==> src/rtl/slice_clb_pkg.sv <==
package slice_clb_pkg;
  localparam int LUT_AW  = 5;
  localparam int LUT_N   = 2 ** LUT_AW;
  localparam int SEL_W   = 3;
  localparam int OSEL_W  = 2;
  localparam int NCAND   = 5;
  localparam int NSEL    = 4;

  // Serial chain: field order is the shift order (first bit ends in bit 0)
  typedef struct packed {
    logic [OSEL_W-1:0] ysel;
    logic [OSEL_W-1:0] xsel;
    logic [SEL_W-1:0]  g_s1;
    logic [SEL_W-1:0]  g_s0;
    logic [SEL_W-1:0]  f_s1;
    logic [SEL_W-1:0]  f_s0;
    logic              split;
    logic [LUT_N-1:0]  truth;
  } cell_cfg_t;

  localparam int CFG_W = $bits(cell_cfg_t);

  typedef enum logic [OSEL_W-1:0] {
    OUT_F  = 2'd0,
    OUT_G  = 2'd1,
    OUT_QF = 2'd2,
    OUT_QG = 2'd3
  } out_src_e;
endpackage

==> src/rtl/slice_clb_cfg.sv <==
module slice_clb_cfg #(
  parameter int W = 49
) (
  input  logic         clk,
  input  logic         cfg_en,
  input  logic         cfg_in,
  output logic [W-1:0] word
);
  // Configuration storage is not reset; it holds until reloaded.
  always_ff @(posedge clk) begin
    if (cfg_en) word <= {cfg_in, word[W-1:1]};
  end
endmodule

==> src/rtl/slice_clb_insel.sv <==
module slice_clb_insel #(
  parameter int SW = 3,
  parameter int NC = 5
) (
  input  logic [SW-1:0] code,
  input  logic [NC-1:0] cand,
  output logic          pick
);
  always_comb begin
    pick = 1'b0;
    for (int k = 0; k < NC; k++) begin
      if (code == k[SW-1:0]) pick = cand[k];
    end
  end
endmodule

==> src/rtl/slice_clb_lut.sv <==
module slice_clb_lut
  import slice_clb_pkg::*;
(
  input  logic [LUT_N-1:0]  truth,
  input  logic              split,
  input  logic [LUT_AW-1:0] lin,
  input  logic [NSEL-1:0]   srcs,   // {g_s1, g_s0, f_s1, f_s0} picked bits
  output logic              f,
  output logic              g
);
  logic [LUT_AW-1:0] adr_full, adr_f, adr_g;

  always_comb begin
    adr_full = lin;
    adr_f    = {1'b0, srcs[1], srcs[0], lin[1], lin[0]};
    adr_g    = {1'b1, srcs[3], srcs[2], lin[1], lin[0]};
    f = truth[split ? adr_f : adr_full];
    g = truth[split ? adr_g : adr_full];
  end
endmodule

==> src/rtl/slice_clb.sv <==
module slice_clb
  import slice_clb_pkg::*;
(
  input  logic              clk,
  input  logic              rst,
  input  logic              cfg_en,
  input  logic              cfg_in,
  input  logic [LUT_AW-1:0] lin,
  output logic              out_x,
  output logic              out_y
);
  logic [CFG_W-1:0] cfg_word;
  cell_cfg_t        cfg;
  logic             f, g, qx, qy;
  logic [NSEL-1:0]  srcs;
  logic [NCAND-1:0] cand;
  logic [SEL_W-1:0] sel_code [NSEL];
  logic             split;
  logic [OSEL_W-1:0] xsel, ysel;

  slice_clb_cfg #(.W(CFG_W)) u_cfg (
    .clk(clk), .cfg_en(cfg_en), .cfg_in(cfg_in), .word(cfg_word)
  );

  assign cfg   = cell_cfg_t'(cfg_word);
  assign split = cfg.split;
  assign xsel  = cfg.xsel;
  assign ysel  = cfg.ysel;
  assign cand  = {qy, qx, lin[4], lin[3], lin[2]};
  assign sel_code[0] = cfg.f_s0;
  assign sel_code[1] = cfg.f_s1;
  assign sel_code[2] = cfg.g_s0;
  assign sel_code[3] = cfg.g_s1;

  for (genvar i = 0; i < NSEL; i++) begin : g_src
    slice_clb_insel #(.SW(SEL_W), .NC(NCAND)) u_sel (
      .code(sel_code[i]), .cand(cand), .pick(srcs[i])
    );
  end

  slice_clb_lut u_lut (
    .truth(cfg.truth), .split(split), .lin(lin), .srcs(srcs), .f(f), .g(g)
  );

  always_ff @(posedge clk) begin
    if (rst) begin
      qx <= 1'b0;
      qy <= 1'b0;
    end else begin
      qx <= f;
      qy <= g;
    end
  end

  function automatic logic route(input logic [OSEL_W-1:0] s,
                                 input logic vf, vg, vqx, vqy);
    case (out_src_e'(s))
      OUT_F:   route = vf;
      OUT_G:   route = vg;
      OUT_QF:  route = vqx;
      default: route = vqy;
    endcase
  endfunction

  assign out_x = route(xsel, f, g, qx, qy);
  assign out_y = route(ysel, f, g, qx, qy);
endmodule

==> config.mk <==
export PLATFORM = sky130hd
export DESIGN_NAME = slice_clb
export DESIGN_NICKNAME = d
export VERILOG_FILES = /design/src/rtl/slice_clb_pkg.sv /design/src/rtl/slice_clb_cfg.sv /design/src/rtl/slice_clb_insel.sv /design/src/rtl/slice_clb_lut.sv /design/src/rtl/slice_clb.sv
export SDC_FILE = /design/constraint.sdc
export NUM_CORES = 1
export LEC_CHECK = 0
export BUFFER_PORTS_ARGS = -buffer_cell sky130_fd_sc_hd__buf_4
export CORE_MARGIN = 2
export CORE_UTILIZATION = 40
export DETAILED_ROUTE_END_ITERATION = 10
export SYNTH_ARGS = -nofsm -noshare
export SYNTH_HDL_FRONTEND = slang
export SYNTH_SLANG_ARGS = --single-unit
export TNS_END_PERCENT = 5
==> constraint.sdc <==
create_clock -name clk -period 4.4 [get_ports clk]
set_clock_uncertainty 0.15 [all_clocks]
set_input_delay 0.66 -clock clk [delete_from_list [all_inputs] [get_ports clk]]
set_output_delay 0.66 -clock clk [all_outputs]
set_load 0.005 [all_outputs]
==> impl.org <==
** Clock tree
- Sinks on Clock Net :: 51
- CTS built an H-tree with a depth of 2.
- Clock tree synthesis selected as its root buffer the cell sky130_fd_sc_hd__clkbuf_8.
- In this run, CTS created clock tree buffers numbering 5.
- Clock-pin slew was measured on the worst setup and hold paths at 90 ps.
- Once the clock tree was built, the setup fixing pass inserted 0 buffers.
- Deepest clock path buffer count :: 2
- Buffers inserted to repair hold after CTS numbered 0.
- Number of gates given a new drive strength after cts :: 0
- Clock tree from TritonCTS :: built
- The later pin in the worst-skew pair is clocked with a latency of 290 ps.

** Run status
- Result of the run :: complete, no violations

** Logic synthesis
- Area of the mapped netlist :: 0.00229 mm²
- In this run, synthesis produced a sequential element count of 51.
- Synthesized net count :: 142
- Gate count after technology mapping :: 133
- Yosys warnings :: 0
- Share of synthesized area occupied by flip-flops and latches :: 0.660
- Averaged over all synthesized cells, the footprint is 17.2 µm².
- Number of distinct standard cells referenced by the synthesized netlist :: 37

** Place
- OpenSTA, run right after detailed placement, puts the worst setup slack at 882 ps.
- Routability-driven placement finished with a final weighted congestion of 0.918.
- Number of I/O port buffers :: 10
- Placed cell count :: 211
- Detailed placement finished with a half-perimeter wire length of 2640 µm.
- Once placement finished, the instance area stood at 0.00243 mm².

** Global routing
- Remaining Overflow, GRT :: 0
- The number of antenna violations at the first check in global routing came to 0.
- For this run, the total global-route usage over all layers was measured as 0.133.
- Entering global routing, the biggest net connects 50 pins.
- Vias in the first global route :: 1278
- Global-route wire length before repair :: 6400 µm

** Job
- The tool flagged a number of max-cap violations equal to 0.

** Drt
- Pre-antenna DRT Iters :: 4
- Detailed routing inserted a total of 1228 vias.
- Drt wl/cell :: 18.1 µm
- In the routed design, unresolved DRC markers number 0.
- After detailed routing, the total wire length is 3950 µm.
- Once detail routing completed, the nets flagged for antenna violations numbered 0.
- 1st-iter DRT viols :: 88
- Using the TritonRoute via totals, the vias-per-cell ratio works out to 5.61.

** STA
- Sum Neg Setup Slack :: 0 ps
- Unrepaired setup endpoints after global routing :: no
- Final hold violation count :: 0
- Final Hold Slack :: 305 ps
- Setup violations remaining at the end of the flow were counted as 0.
- The max-slew violation total from the final report is 0.
- Setup ws final :: 706 ps
- Max_slew headroom :: 0.541
- Dividing the final minimum period by the clock period gives 0.839.
- For the pin with the worst max-slew slack, the measured transition is 681 ps.
- Timing would allow up to 271 MHz.
- Clock period minus worst slack :: 3690 ps

** Setup path
- STA classifies the critical path startpoint as a flip-flop.
- CP max stage cell :: sky130_fd_sc_hd__edfxtp_1
- Critical path fanouts, max :: 19
- Type of the worst setup path :: flip-flop to output port
- Data arrival time of the worst path :: 2880 ps
- STA classifies the critical path endpoint as an output port.
- STA puts the critical path data required time at 3590 ps.
- In this design, the stage delay of the slowest critical-path cell is 650 ps.
- Together, buffers and inverters on the worst path number 1.
- The kind of cell with the highest combined delay along the critical path is compound AO/OA/AOI/OAI gates.
- Sequence of cells on the critical path :: and4b_1 -> o32ai_1 -> o221a_2 -> a211oi_1 -> mux4_2 -> buf_4
- For the worst flop-to-flop path, the logic depth is 5.
- Across all register-to-register paths, the minimum setup slack is 1930 ps.
- Capture instance of the worst register-to-register path :: qx
- The worst register-to-register path begins at u_cfg.word[32].

** Final layout
- Leaving out filler cells and counting taps, the final layout contains 219.
- In the layout the commonest cells are 49 x sky130_fd_sc_hd__edfxtp_1, 10 x sky130_fd_sc_hd__buf_4, 7 x sky130_fd_sc_hd__mux2i_1, 7 x sky130_fd_sc_hd__nand2_1.
- The area growth from synthesis to layout is 10.1%.
- 0 antenna diodes ended up in the layout.
- In the final design database the tool counted 155 nets.
- The library cell used most frequently in the layout, excluding fill and tap cells, is sky130_fd_sc_hd__edfxtp_1.
- In the final layout, the share of cells above drive strength 1 is 0.211.
- For this run, the share of the core covered by cells in the final layout is 0.458.
- Layout Cell Area excl Fill :: 0.00252 mm²

** Die
- Floorplan die area :: 0.00635 mm²
- The initial utilization of the core area, before any placement, comes to 0.416.
- 11 I/O pins were placed.
- Rows :: 27
- Die span in y :: 79.7 µm
- The core region is 0.00551 mm².
- The die is 79.7 µm wide.

** Hold path
- WHS Path Cells :: 0
- In this run the worst hold path is classified as flip-flop to flip-flop.
- The worst hold path terminates at u_cfg.word[11].
- Startpoint of the tightest hold check path :: u_cfg.word[12]

** Power
- The worst-case IR drop observed on VDD is 0.188 mV.
- Pwr/cell area :: 383 mW/mm²
- Summed over all cells, the static leakage comes to 0.854 nW.
- Design Power :: 0.964 mW
[Yosys cell counts]
library cell / count / area (µm²)
sky130_fd_sc_hd__o21ai_0: 3 / 15.0
sky130_fd_sc_hd__o2111ai_1: 1 / 8.76
sky130_fd_sc_hd__o221a_2: 1 / 11.3
sky130_fd_sc_hd__edfxtp_1: 49 / 1470
sky130_fd_sc_hd__nand4b_1: 2 / 17.5
sky130_fd_sc_hd__a311oi_1: 1 / 8.76
sky130_fd_sc_hd__nand3b_1: 3 / 22.5
sky130_fd_sc_hd__mux4_1: 5 / 131
sky130_fd_sc_hd__mux4_2: 5 / 113
sky130_fd_sc_hd__buf_6: 1 / 11.3
sky130_fd_sc_hd__nand2b_1: 3 / 18.8
sky130_fd_sc_hd__or3b_2: 2 / 17.5
sky130_fd_sc_hd__a211oi_1: 3 / 22.5
sky130_fd_sc_hd__o21bai_1: 1 / 7.51
sky130_fd_sc_hd__o21a_1: 1 / 7.51
sky130_fd_sc_hd__clkbuf_1: 1 / 3.75
sky130_fd_sc_hd__nand2_1: 7 / 26.3
sky130_fd_sc_hd__nand3_1: 4 / 20.0
sky130_fd_sc_hd__o21ba_2: 1 / 10.0
sky130_fd_sc_hd__dfxtp_1: 2 / 40.0
sky130_fd_sc_hd__nor2b_1: 4 / 25.0
sky130_fd_sc_hd__inv_1: 4 / 15.0
sky130_fd_sc_hd__and4b_1: 1 / 10.0
sky130_fd_sc_hd__a211oi_2: 1 / 12.5
sky130_fd_sc_hd__o221ai_1: 1 / 8.76
sky130_fd_sc_hd__nor2_1: 3 / 11.3
sky130_fd_sc_hd__o311ai_0: 1 / 8.76
sky130_fd_sc_hd__nor4b_1: 1 / 8.76
sky130_fd_sc_hd__o32ai_1: 2 / 17.5
sky130_fd_sc_hd__a2111oi_4: 2 / 55.1
sky130_fd_sc_hd__mux2i_1: 7 / 70.1
sky130_fd_sc_hd__o31a_1: 1 / 8.76
sky130_fd_sc_hd__buf_2: 2 / 10.0
sky130_fd_sc_hd__a21oi_1: 4 / 20.0
sky130_fd_sc_hd__o211ai_1: 1 / 7.51
sky130_fd_sc_hd__o21a_2: 1 / 8.76
sky130_fd_sc_hd__a21o_1: 1 / 7.51
[layout make-up]
cell class,count,area [µm²]
Timing Repair Buffer,10,75.1
Inverter,4,15.0
Multi-Input combinational cell,74,738
Tap cell,72,90.1
Sequential cell,51,1510
Clock buffer,5,68.8
Fill cell,473,2990
Clock inverter,3,22.5
[how the worst max path moves through the flow]
stage / cells after the start / endpoint / start / slack [ps]
floorplan: 7 / out_x / lin[0] / 1210
global placement: 8 / out_x / lin[0] / 930
detailed placement: 8 / out_y / lin[4] / 880
CTS: 6 / out_y / u_cfg.word[32] / 720
global route: 6 / out_y / u_cfg.word[32] / 590
finish: 6 / out_y / u_cfg.word[32] / 710
[registers in the layout (all words and copies together) (netlist names)]
register,flops
u_cfg.word,49
qx,1
qy,1
[cell families (layout without fill, tap and decap cells)]
family,count (synthesis),in the layout,share of synthesized area
mux,17,17,0.137
simple gates,30,30,0.0776
compound gates,27,27,0.108
buf+inv,8,22,0.0175
flops,51,51,0.660
[report_power, final]
group / total (mW) / switching [mW] / internal [mW]
sequential: 0.590 / 0.0250 / 0.565
combinational: 0.105 / 0.0508 / 0.0538
clock: 0.270 / 0.155 / 0.115
[routing by layer]
metal  track usage  vias up  part of all wire  routed length [µm]
met5             0        -                 0                   0
met1         0.189      618              0.45                1800
met2         0.208       29              0.50                1970
met4        0.0224        0            0.0035                  14
li1              -      579                 -                   -
met3        0.0373        2             0.044                 175
[worst reg2reg max path, cell delays in order, from the launching register on]
cell and delay, ps:
sky130_fd_sc_hd__edfxtp_1 650, sky130_fd_sc_hd__and4b_1 330, sky130_fd_sc_hd__o32ai_1 560, sky130_fd_sc_hd__a2111oi_4 150, sky130_fd_sc_hd__a211oi_1 400, sky130_fd_sc_hd__nor2b_1 180
(Power assumes the default switching activity.)
